`config.mk`:
```
export PLATFORM = sky130hd
export DESIGN_NAME = planar_color_decoder
export DESIGN_NICKNAME = d
export VERILOG_FILES = /design/src/rtl/pcd_pkg.sv /design/src/rtl/pcd_palette.sv /design/src/rtl/pcd_mode_sel.sv /design/src/rtl/pcd_ham_hold.sv /design/src/rtl/planar_color_decoder.sv
export SDC_FILE = /design/constraint.sdc
export NUM_CORES = 1
export LEC_CHECK = 0
export BUFFER_PORTS_ARGS = -buffer_cell sky130_fd_sc_hd__buf_2
export CORE_UTILIZATION = 60
export CTS_BUF_LIST = sky130_fd_sc_hd__clkbuf_2
export DETAILED_ROUTE_END_ITERATION = 6
export GPL_TIMING_DRIVEN = 0
export PLACE_DENSITY_LB_ADDON = 0.12
export SLEW_MARGIN = 40
export SYNTH_ARGS = -nofsm -noshare
export SYNTH_HDL_FRONTEND = slang
export SYNTH_SLANG_ARGS = --single-unit
export TNS_END_PERCENT = 100
```
`constraint.sdc`:
```
create_clock -name clk -period 3.4 [get_ports clk]
set_input_delay 0.34 -clock clk [delete_from_list [all_inputs] [get_ports clk]]
set_output_delay 0.34 -clock clk [all_outputs]
set_load 0.03 [all_outputs]
```
`src/rtl/pcd_pkg.sv`:
```
package pcd_pkg;
    typedef enum logic [1:0] {
        DM_BORDER    = 2'd0,
        DM_PALETTE   = 2'd1,
        DM_HALFBRITE = 2'd2,
        DM_HAM       = 2'd3
    } dmode_e;
endpackage

```
`src/rtl/pcd_palette.sv`:
```
module pcd_palette #(
    parameter int NUM_REGS = 32,
    parameter int DATA_W   = 12,
    parameter int BUS_W    = 16,
    parameter int AW       = $clog2(NUM_REGS)
) (
    input  logic              clk,
    input  logic              rst_n,
    input  logic              wr_en,
    input  logic [AW-1:0]     wr_addr,
    input  logic [BUS_W-1:0]  wr_data,
    input  logic [AW-1:0]     rd_idx,
    output logic [DATA_W-1:0] rd_color,
    output logic [DATA_W-1:0] bg_color
);
    logic [DATA_W-1:0] regs [NUM_REGS];
    logic              unused_hi;

    assign unused_hi = ^wr_data[BUS_W-1:DATA_W];

    for (genvar g = 0; g < NUM_REGS; g++) begin : g_reg
        always_ff @(posedge clk) begin
            if (!rst_n) begin
                regs[g] <= '0;
            end else if (wr_en && wr_addr == AW'(g)) begin
                regs[g] <= wr_data[DATA_W-1:0];
            end
        end
    end

    assign rd_color = regs[rd_idx];
    assign bg_color = regs[0];
endmodule

```
`src/rtl/pcd_mode_sel.sv`:
```
module pcd_mode_sel
    import pcd_pkg::*;
#(
    parameter int MAX_PLANES   = 6,
    parameter int HIRES_PLANES = 4,
    parameter int CNT_W        = $clog2(MAX_PLANES + 1),
    parameter int IDX_W        = MAX_PLANES - 1,
    parameter int COMP_W       = MAX_PLANES - 2
) (
    input  logic [MAX_PLANES-1:0] pix_bits,
    input  logic [CNT_W-1:0]      plane_cnt,
    input  logic                  hires,
    input  logic                  ham_req,
    input  logic                  dual_req,
    input  logic                  win_active,
    output dmode_e                mode,
    output logic [IDX_W-1:0]      pal_idx,
    output logic [1:0]            ham_ctl,
    output logic [COMP_W-1:0]     ham_val,
    output logic                  ehb_bit,
    output logic                  conflict
);
    logic [CNT_W-1:0]      limit;
    logic [CNT_W-1:0]      eff;
    logic [MAX_PLANES-1:0] masked;
    logic                  full_set;

    assign limit    = hires ? CNT_W'(HIRES_PLANES) : CNT_W'(MAX_PLANES);
    assign eff      = (plane_cnt > limit) ? limit : plane_cnt;
    assign full_set = (eff == CNT_W'(MAX_PLANES));
    assign conflict = ham_req & dual_req;

    for (genvar i = 0; i < MAX_PLANES; i++) begin : g_mask
        assign masked[i] = pix_bits[i] & (CNT_W'(i) < eff);
    end

    always_comb begin
        if (!win_active) begin
            mode = DM_BORDER;
        end else if (full_set && ham_req && !dual_req) begin
            mode = DM_HAM;
        end else if (full_set && !ham_req && !dual_req) begin
            mode = DM_HALFBRITE;
        end else begin
            mode = DM_PALETTE;
        end
    end

    always_comb begin
        unique case (mode)
            DM_BORDER:    pal_idx = '0;
            DM_HAM:       pal_idx = IDX_W'(masked[COMP_W-1:0]);
            DM_HALFBRITE: pal_idx = masked[IDX_W-1:0];
            DM_PALETTE:   pal_idx = masked[IDX_W-1:0];
            default:      pal_idx = '0;
        endcase
    end

    assign ham_ctl = masked[MAX_PLANES-1 -: 2];
    assign ham_val = masked[COMP_W-1:0];
    assign ehb_bit = masked[MAX_PLANES-1];
endmodule

```
`src/rtl/pcd_ham_hold.sv`:
```
module pcd_ham_hold #(
    parameter int COMP_W = 4,
    parameter int RGB_W  = 3 * COMP_W
) (
    input  logic              clk,
    input  logic              rst_n,
    input  logic              line_start,
    input  logic              upd,
    input  logic [RGB_W-1:0]  bg_color,
    input  logic [RGB_W-1:0]  direct_color,
    input  logic [1:0]        ham_ctl,
    input  logic [COMP_W-1:0] ham_val,
    output logic [RGB_W-1:0]  ham_color
);
    localparam int R_LO = 2 * COMP_W;
    localparam int G_LO = COMP_W;

    logic [RGB_W-1:0] hold_q;
    logic [RGB_W-1:0] prev;

    assign prev = line_start ? bg_color : hold_q;

    always_comb begin
        unique case (ham_ctl)
            2'b00: ham_color = direct_color;
            2'b01: ham_color = {prev[RGB_W-1:G_LO], ham_val};
            2'b10: ham_color = {ham_val, prev[R_LO-1:0]};
            2'b11: ham_color = {prev[RGB_W-1:R_LO], ham_val, prev[G_LO-1:0]};
            default: ham_color = direct_color;
        endcase
    end

    always_ff @(posedge clk) begin
        if (!rst_n) begin
            hold_q <= '0;
        end else if (upd) begin
            hold_q <= ham_color;
        end else if (line_start) begin
            hold_q <= bg_color;
        end
    end

    // a line start without a modify pixel reloads the background colour
    a_r7_line_reload: assert property (@(posedge clk) disable iff (!rst_n)
        line_start && !upd |=> hold_q == $past(bg_color));

    // a blue-modify pixel keeps red and green of the held colour
    a_r6_blue_keeps_rg: assert property (@(posedge clk) disable iff (!rst_n)
        upd && !line_start && ham_ctl == 2'b01 |=>
        hold_q[RGB_W-1:G_LO] == $past(hold_q[RGB_W-1:G_LO]));
endmodule

```
`src/rtl/planar_color_decoder.sv`:
```
module planar_color_decoder
    import pcd_pkg::*;
#(
    parameter int NUM_REGS     = 32,
    parameter int MAX_PLANES   = 6,
    parameter int HIRES_PLANES = 4,
    parameter int COMP_W       = 4,
    parameter int BUS_W        = 16,
    parameter int AW           = $clog2(NUM_REGS),
    parameter int CNT_W        = $clog2(MAX_PLANES + 1),
    parameter int RGB_W        = 3 * COMP_W
) (
    input  logic                  clk,
    input  logic                  rst_n,
    input  logic                  wr_en,
    input  logic [AW-1:0]         wr_addr,
    input  logic [BUS_W-1:0]      wr_data,
    input  logic                  line_start,
    input  logic                  pix_valid,
    input  logic [MAX_PLANES-1:0] pix_bits,
    input  logic [CNT_W-1:0]      plane_cnt,
    input  logic                  hires,
    input  logic                  ham_en,
    input  logic                  dual_pf,
    input  logic                  win_active,
    output logic [RGB_W-1:0]      rgb_out,
    output logic                  rgb_valid,
    output logic                  mode_err
);
    localparam int IDX_W = MAX_PLANES - 1;

    dmode_e              mode;
    logic [IDX_W-1:0]    pal_idx;
    logic [1:0]          ham_ctl;
    logic [COMP_W-1:0]   ham_val;
    logic                ehb_bit;
    logic                conflict;
    logic [RGB_W-1:0]    rd_color;
    logic [RGB_W-1:0]    bg_color;
    logic [RGB_W-1:0]    ham_color;
    logic [RGB_W-1:0]    halved;
    logic [RGB_W-1:0]    next_rgb;
    logic                ham_upd;

    pcd_palette #(
        .NUM_REGS (NUM_REGS),
        .DATA_W   (RGB_W),
        .BUS_W    (BUS_W),
        .AW       (AW)
    ) u_palette (
        .clk      (clk),
        .rst_n    (rst_n),
        .wr_en    (wr_en),
        .wr_addr  (wr_addr),
        .wr_data  (wr_data),
        .rd_idx   (AW'(pal_idx)),
        .rd_color (rd_color),
        .bg_color (bg_color)
    );

    pcd_mode_sel #(
        .MAX_PLANES   (MAX_PLANES),
        .HIRES_PLANES (HIRES_PLANES),
        .CNT_W        (CNT_W),
        .IDX_W        (IDX_W),
        .COMP_W       (COMP_W)
    ) u_mode (
        .pix_bits   (pix_bits),
        .plane_cnt  (plane_cnt),
        .hires      (hires),
        .ham_req    (ham_en),
        .dual_req   (dual_pf),
        .win_active (win_active),
        .mode       (mode),
        .pal_idx    (pal_idx),
        .ham_ctl    (ham_ctl),
        .ham_val    (ham_val),
        .ehb_bit    (ehb_bit),
        .conflict   (conflict)
    );

    assign ham_upd = pix_valid && (mode == DM_HAM);

    pcd_ham_hold #(
        .COMP_W (COMP_W),
        .RGB_W  (RGB_W)
    ) u_hold (
        .clk          (clk),
        .rst_n        (rst_n),
        .line_start   (line_start),
        .upd          (ham_upd),
        .bg_color     (bg_color),
        .direct_color (rd_color),
        .ham_ctl      (ham_ctl),
        .ham_val      (ham_val),
        .ham_color    (ham_color)
    );

    for (genvar k = 0; k < 3; k++) begin : g_half
        assign halved[k*COMP_W +: COMP_W] = {1'b0, rd_color[k*COMP_W+1 +: COMP_W-1]};
    end

    always_comb begin
        unique case (mode)
            DM_BORDER:    next_rgb = bg_color;
            DM_PALETTE:   next_rgb = rd_color;
            DM_HALFBRITE: next_rgb = ehb_bit ? halved : rd_color;
            DM_HAM:       next_rgb = ham_color;
            default:      next_rgb = bg_color;
        endcase
    end

    always_ff @(posedge clk) begin
        if (!rst_n) begin
            rgb_out   <= '0;
            rgb_valid <= 1'b0;
            mode_err  <= 1'b0;
        end else begin
            rgb_valid <= pix_valid;
            if (pix_valid) begin
                rgb_out <= next_rgb;
            end
            if (conflict) begin
                mode_err <= 1'b1;
            end
        end
    end

    a_r11_valid_follows: assert property (@(posedge clk) disable iff (!rst_n)
        pix_valid |=> rgb_valid);

    a_r11_idle_holds: assert property (@(posedge clk) disable iff (!rst_n)
        !pix_valid |=> !rgb_valid && $stable(rgb_out));

    a_r10_err_sticky: assert property (@(posedge clk) disable iff (!rst_n)
        mode_err |=> mode_err);

    a_r10_err_raised: assert property (@(posedge clk) disable iff (!rst_n)
        ham_en && dual_pf |=> mode_err);

    a_r9_border: assert property (@(posedge clk) disable iff (!rst_n)
        pix_valid && !win_active |=> rgb_out == $past(bg_color));

    a_r4_half_msbs: assert property (@(posedge clk) disable iff (!rst_n)
        pix_valid && mode == DM_HALFBRITE && ehb_bit |=>
        !rgb_out[RGB_W-1] && !rgb_out[2*COMP_W-1] && !rgb_out[COMP_W-1]);
endmodule

```
Word-level counts from Yosys, hierarchy flattened
Memory sizes are Yosys's and may differ from the RTL's.
Index checks and enable logic that the tools add are counted.
- $add $sub $neg: 0
- $mul: 0
- div/mod/pow operators: 0
- $lt $le $gt $ge: 7
- eq/ne operators: 38
- shifts and indexed selects: 0
- muxes and demuxes: 140
- bitwise gates (word level): 39
- reduce and logical (&&, ||, !) cells: 43
- operator list (kind ; count):
    two-way mux 12 bit ; 35
    two-way mux 1 bit ; 97
    one-hot mux 12 bit (4 select lines) ; 2
    == test 5 bit (second input constant) ; 16
    == test 5 x 4 -> 1 bit (second input constant) ; 8
    logical AND 1 bit ; 37
    OR 1 bit ; 32
    == test 5 x 3 -> 1 bit (second input constant) ; 4
    one-hot mux 5 bit (3 select lines) ; 1
    == test 5 x 2 -> 1 bit (second input constant) ; 2
    == test 2 bit (second input constant) ; 4
    two-way mux 2 bit ; 4
    bitwise AND 1 bit ; 7
    < comparator 1 x 3 -> 1 bit (first input constant) ; 2
    < comparator 2 x 3 -> 1 bit (first input constant) ; 2
    < comparator 3 bit (first input constant) ; 2
    == test 5 x 1 -> 1 bit (second input constant) ; 1
    logical NOT 5 bit ; 1
    == test 2 x 1 -> 1 bit (second input constant) ; 2
    logical NOT 2 bit ; 2
    == test 3 bit (second input constant) ; 1
    > comparator 3 bit ; 1
    two-way mux 3 bit ; 1
    logical NOT 1 bit ; 2
    OR reduction 2 bit ; 1
- bits in registers: 26
- latch bits: 0
- bits in writable memories: 384
- bits in read-only memories: 0
- bits of input ports: 39
- output and inout port bits: 14
- word-level logic and storage cells: 272
- memories: 1
- memory list (memory ; words ; width ; read ports ; clocked after memory_dff ; write ports ; RTL line ; RTL):
    u_palette.regs ; 32 ; 12 ; 2 ; 0 ; 32 ; pcd_palette.sv:16 ; logic [DATA_W-1:0] regs [NUM_REGS];

Logic depth before layout (Yosys ltp)
An unclocked memory read counts as a cell.
- depth in word-level cells: 15
- depth in mapped cells: 12
- mapped depth without buffers: 10

Modules after synthesis
From an unflattened synthesis, not the netlist that was laid out.
- cell total of the unflattened synthesis: 1592
- area, all modules: 20118.0 sq um
- modules (own cells, without submodules) (module ; times used ; cells an instance ; area an instance (sq um) ; sequential area each (sq um)):
    pcd_palette ; 1 ; 1359 ; 18161.2 ; 11531.1
    planar_color_decoder ; 1 ; 103 ; 915.9 ; 280.3
    pcd_ham_hold ; 1 ; 99 ; 834.6 ; 240.2
    pcd_mode_sel ; 1 ; 31 ; 206.4 ; 0.0

Worst setup path before layout
No wires, ideal clock.
- path type: input port to flip-flop
- start point: in plane_cnt[1]
- end point: reg u_hold.hold_q[8]
- setup time: 0.058 ns
- data arrival time: 2.574 ns
- data required time: 3.342 ns
- slack: 0.768 ns
- stages: 12
- buffers on the path: 2
- path through: buf_6 inv_2 ha_1 nor2b_1 or4_4 a21oi_4 nor2_2 buf_6 a31oi_1 a32oi_1 a2111oi_0 a21o_1
- word-level cells in the longest chain between the ends: 14
- elaborated cells on any way between the ends: 36
- classes of those cells: order compare: 7; eq/ne: 7; mux: 7; bitwise: 6; reduce/logical: 8; memory: 1
- ends and longest elaborated chain (what ; RTL line ; RTL):
    start: declaration ; planar_color_decoder.sv:21 ; input logic [CNT_W-1:0] plane_cnt,
    > comparator 3 bit ; pcd_mode_sel.sv:29 ; assign eff = (plane_cnt > limit) ? limit : plane_cnt;
    two-way mux 3 bit * ; pcd_mode_sel.sv:29 ;
    == test 3 bit ; pcd_mode_sel.sv:30 ; assign full_set = (eff == CNT_W'(MAX_PLANES));
    logical AND 1 bit (2 in series) ; pcd_mode_sel.sv:42 ; end else if (full_set && !ham_req && !dual_req) begin
    two-way mux 2 bit ; pcd_mode_sel.sv:42 ;
    two-way mux 2 bit ; pcd_mode_sel.sv:40 ; end else if (full_set && ham_req && !dual_req) begin
    two-way mux 2 bit ; pcd_mode_sel.sv:38 ; if (!win_active) begin
    == test 2 bit or == test 2 x 1 -> 1 bit (tied branches) ; pcd_mode_sel.sv:50 ; unique case (mode)
    OR reduction 2 bit (no source line) ; n/a ;
    one-hot mux 5 bit (3 select lines) ; pcd_mode_sel.sv:50 ;
    memory (32 x 12 bit) ; n/a ;
    one-hot mux 12 bit (4 select lines) ; pcd_ham_hold.sv:24 ; unique case (ham_ctl)
    two-way mux 12 bit * ; pcd_ham_hold.sv:36 ; end else if (upd) begin
    end signal: assignment ; pcd_ham_hold.sv:37 ; hold_q <= ham_color;
    end signal: assignment ; pcd_ham_hold.sv:39 ; hold_q <= bg_color;
    end: declaration ; pcd_ham_hold.sv:18 ; logic [RGB_W-1:0] hold_q;
Mark *: on every way between the ends. The rest lies on a longest branch, timed or not.
A chain may end at the register's enable or synchronous reset.

Final worst setup path
- start point: in pix_bits[1]
- end point: reg rgb_out[9]
- word-level cells in the longest chain between the ends: 5
- elaborated cells on any way between the ends: 6
- classes of those cells: mux: 4; bitwise: 1; memory: 1
- ends and longest elaborated chain (what ; RTL line ; RTL):
    start: declaration ; planar_color_decoder.sv:20 ; input logic [MAX_PLANES-1:0] pix_bits,
    bitwise AND 1 bit * ; pcd_mode_sel.sv:34 ; assign masked[i] = pix_bits[i] & (CNT_W'(i) < eff);
    one-hot mux 5 bit (3 select lines) ; pcd_mode_sel.sv:50 ;
    memory (32 x 12 bit) ; n/a ;
    one-hot mux 12 bit (4 select lines) or two-way mux 12 bit (tied branches) ; pcd_ham_hold.sv:24, planar_color_decoder.sv:107 ;
    one-hot mux 12 bit (4 select lines) * ; planar_color_decoder.sv:104 ; unique case (mode)
    end signal: assignment ; planar_color_decoder.sv:121 ; rgb_out <= next_rgb;
    end: declaration ; planar_color_decoder.sv:26 ; output logic [RGB_W-1:0] rgb_out,
Marks and branches as above.

==> results.txt <==
The post-route minimum period is 3210 ps. The average wire per cell in the routed design is 32.3 um. Averaged over all synthesized cells, the footprint is 11.7 um^2.

The final number of hold-violating endpoints came out at 3. The count of final max-slew check failures came out at 0. The distinct cell type count after synthesis came out at 86.

In this run the cell area of the synthesized design comes to 20,100 um^2. For the pin with the worst max-slew slack, the measured transition is 998 ps. Among all stages on the critical path, the largest delay is contributed by sky130_fd_sc_hd__a211oi_1. The initial utilization of the core area, before any placement, comes to 0.614. The commonest register cell after synthesis is sky130_fd_sc_hd__edfxtp_1.

The worst setup path is captured at a flop. The number of global-route vias before repair is 15,707. The flow ran to the end, but the final reports show violations.

TritonCTS built the clock tree. The die area is 34,200 um^2. At the worst endpoint, the required time is 4420 ps. For met3 alone, demand over resource in global routing was 0.161. In this run the most used layer during global routing was met2. The number of gates given a new drive strength after cts came out at 0.

The met1 routing resource usage after global routing is 0.578. The total congestion overflow came out at 0. The maximum number of pins on one net before global-route repair came out at 14. The fraction of layout instances using a drive strength above 1 is 0.177. The insertion delay to the later sink of the worst-skew pair is 1140 ps.

The count of nets left with antenna violations once routing finished came out at 0. Yosys mapped a number of flops with a built-in enable equal to 384. The DRC marker count from the first detailed-route iteration is 2,962. The fraction of power consumed by combinational cells is 0.130. The total number of placement rows is 66. In the global route stage, overall resource usage came out at 0.467. Final hold analysis gives a worst-case slack of -26.0 ps. The relative slew slack is 0.330. The die is 185 um tall. Data arrives at the worst endpoint at 4230 ps. The first-pass detailed-route iteration total is 6. The remaining routing DRC violations came out at 0. Detailed routing inserted a total of 16,781 vias. The share of the Yosys chip area taken by registers is 0.600.

The number of primary I/O pins came out at 53. The warning count from the yosys run is 0. During placement, the flow inserted port buffers numbering 43.

The class of the tightest hold or removal check is input port to flop. Clock-pin slew was measured on the worst setup and hold paths at 120 ps. The clock skew after layout is 93.4 ps. The post-synthesis instance total is 1,720. The routed design has 78.7 mm of wire. The signed area change from the synthesized netlist to the final layout is 11.7%. The maximum count of clock buffers along a single path came out at 3.

The ratio of final minimum period to clock period is 0.944. The power density normalized to cell area came out at 476 nW/um^2. The cell leakage power is 8.26 nW. Of all flip-flops after synthesis, the portion carrying an async set or reset was 0. The half-perimeter wire length of the detailed placement result is 55.5 mm.

The synthesis-stage register bit count came out at 410. The total of max-cap violations is 0. The smallest setup slack after layout is 191 ps. The area of the core came out at 32,700 um^2. The critical path goes through dlygate4sd3_1 -> buf_2 -> buf_2 -> o211a_2 -> buf_2 -> buf_2 -> o211ai_1 -> a211oi_1 -> a311oi_1 -> o21ai_0 -> a21oi_1 -> a21o_1. The number of H-tree levels came out at 3.

Of the total power, registers draw 0.552. The met2 track utilization from global routing is 0.684. The final reports fail on negative hold slack.

The clock buffer count from CTS is 99. The width of the die is 185 um. The first-pass GRT wire length is 109 mm. The biggest fanout along the worst timing path came out at 10.

The critical path contains buffers and inverters numbering 5 combined. The setup TNS is 0 ps. The number of nets in the layout came out at 1,957. Prior to clock tree synthesis, the placed netlist has a worst setup slack of -419 ps. The switching power share of the total is 0.302.

Setup repair after global routing left no endpoint under its margin. The number of nets handed over by synthesis was 1,760. The upper clock frequency limit came out at 0.312 GHz. The worst setup path is launched from an input port. The number of setup violations in the final report came out at 0.

On the worst path, the slowest cell contributes a delay of 600 ps. The cell seen most often among critical-path stages is sky130_fd_sc_hd__buf_2. The cell family contributing the most delay on the critical path is compound AO/OA/AOI/OAI gates. The clock sink total is 410.

The final estimated routing congestion in global placement is 1.06. The number of antenna violations at the first check in global routing is 4. Cell internal power was estimated by the tool at 7.45 mW. IR analysis of the VDD net gives a maximum drop of 0.316 mV. The cell chosen for the clock root is sky130_fd_sc_hd__clkbuf_2. In this run the power spent charging and discharging nets is 3.23 mW. The share of total power dissipated in the clock network is 0.318. The critical path is of the input port to flop type. The ratio of routed vias to standard cells is 6.88.
==> sequential cells by signal, indices dropped and copies added (netlist names) <==
name and flops:
rgb_out 12, u_hold.hold_q 12, mode_err 1, rgb_valid 1, u_palette.regs 384
==> through the flow <==
stage          power (mW)  instance area (um^2)  std cells  utilization  hold WS, ps
6_report             10.7                 22400       2438        0.686        -26.0
5_1_grt              10.8                 22400       2437        0.686         57.0
4_1_cts              10.5                 22400       2435        0.686         3.64
3_5_place_dp         7.28                 21300       2236        0.651          437
3_3_place_gp         7.21                 20900       2205        0.638          430
2_1_floorplan        6.64                 20100       1720            -          481
==> final cells by class <==
type / count / area, um^2
Timing Repair Buffer: 96 / 709
Sequential cell: 410 / 12100
Fill cell: 2529 / 10300
Inverter: 16 / 60.1
Multi-Input combinational cell: 1141 / 7460
Clock inverter: 31 / 180
Antenna cell: 3 / 7.51
Clock buffer: 146 / 731
Buffer: 153 / 692
Tap cell: 442 / 553
==> worst register-to-register path, stage by stage, from the launching register on <==
cell and delay [ps]:
sky130_fd_sc_hd__edfxtp_1 450, sky130_fd_sc_hd__and2_1 170, sky130_fd_sc_hd__a2111oi_0 490, sky130_fd_sc_hd__a211oi_1 90
sky130_fd_sc_hd__a311o_1 420, sky130_fd_sc_hd__a32oi_1 450, sky130_fd_sc_hd__a2111oi_0 200, sky130_fd_sc_hd__a21o_1 190
==> layout by cell type, fill, tap and decap left out, types with 23 or more instances in the layout <==
master	n
sky130_fd_sc_hd__a21oi_1	46
sky130_fd_sc_hd__a221oi_1	41
sky130_fd_sc_hd__and2_1	393
sky130_fd_sc_hd__buf_2	83
sky130_fd_sc_hd__buf_4	25
sky130_fd_sc_hd__clkbuf_1	93
sky130_fd_sc_hd__clkbuf_2	155
sky130_fd_sc_hd__dfxtp_1	26
sky130_fd_sc_hd__edfxtp_1	384
sky130_fd_sc_hd__mux2i_1	55
sky130_fd_sc_hd__nand2_1	123
sky130_fd_sc_hd__nand3_1	47
sky130_fd_sc_hd__nor2_1	73
sky130_fd_sc_hd__o21ai_0	23
sky130_fd_sc_hd__o21ai_2	30
==> what timing repair did <==
| item | 4_1_cts | 5_1_grt |
|---|---|---|
| setup buffers | 0 | 0 |
| hold buffers | 22 | 0 |
| endpoints found under the hold margin | 131 | 0 |
==> worst paths after layout <==
| kind | start | endpoint | slack (ps) | depth (start not counted) |
|---|---|---|---|---|
| hold / removal | wr_en | u_palette.regs[16][11] | -30 | 3 |
| setup / recovery | pix_bits[1] | rgb_out[9] | 190 | 12 |
| setup reg to reg | u_palette.regs[29][8] | u_hold.hold_q[8] | 850 | 7 |
| hold reg to reg | rgb_out[9] | rgb_out[9] | 460 | 1 |
==> kinds of logic after synthesis <==
| family | Yosys count | share of synthesized area |
|---|---|---|
| adders and majority gates | 1 | 0.000623 |
| muxes | 61 | 0.0319 |
| DFF | 410 | 0.600 |
| buffers and inverters | 169 | 0.0369 |
| and+or+nand+nor | 721 | 0.198 |
| AOI/OAI and AO/OA | 357 | 0.132 |
| xor gates and xnor gates | 1 | 0.000436 |
==> Yosys cell counts, drive strengths merged, types with 4 or more instances <==
master	count	area [um^2]
a2111oi	4	36.3
a211oi	25	203
a21o	5	37.5
a21oi	48	255
a221o	16	160
a221oi	41	359
a22o	5	43.8
a22oi	23	178
a311oi	7	61.3
a31oi	20	125
a32oi	17	149
and2	393	2460
and3	12	75.1
buf	51	298
clkbuf	102	383
dfxtp	26	521
edfxtp	384	11500
inv	16	60.1
mux2	4	45.0
mux2i	55	551
nand2	124	468
nand2b	6	37.5
nand3	49	250
nand4	8	50.1
nor2	76	298
nor2b	10	62.6
nor3	19	100
o2111ai	10	87.6
o211ai	12	104
o21a	5	37.5
o21ai	64	324
o221ai	12	105
o22ai	10	62.6
o31ai	7	57.6
or3	9	61.3
or4	4	37.5
==> layer usage <==
metal / part of all wire / routed length [um]
met1: 0.34 / 26700
met5: 0 / 0
met4: 0.084 / 6640
met3: 0.15 / 12000
met2: 0.42 / 33400
==> power by group through the flow <==
stage / clock network [mW] / logic [mW] / registers [mW]
2_1_floorplan: 0 / 0.643 / 5.99
3_3_place_gp: 0 / 1.21 / 6.00
3_5_place_dp: 0 / 1.28 / 6.00
4_1_cts: 3.32 / 1.31 / 5.88
5_1_grt: 3.54 / 1.40 / 5.91
6_report: 3.40 / 1.39 / 5.89
Power figures use the tool's default switching activity.
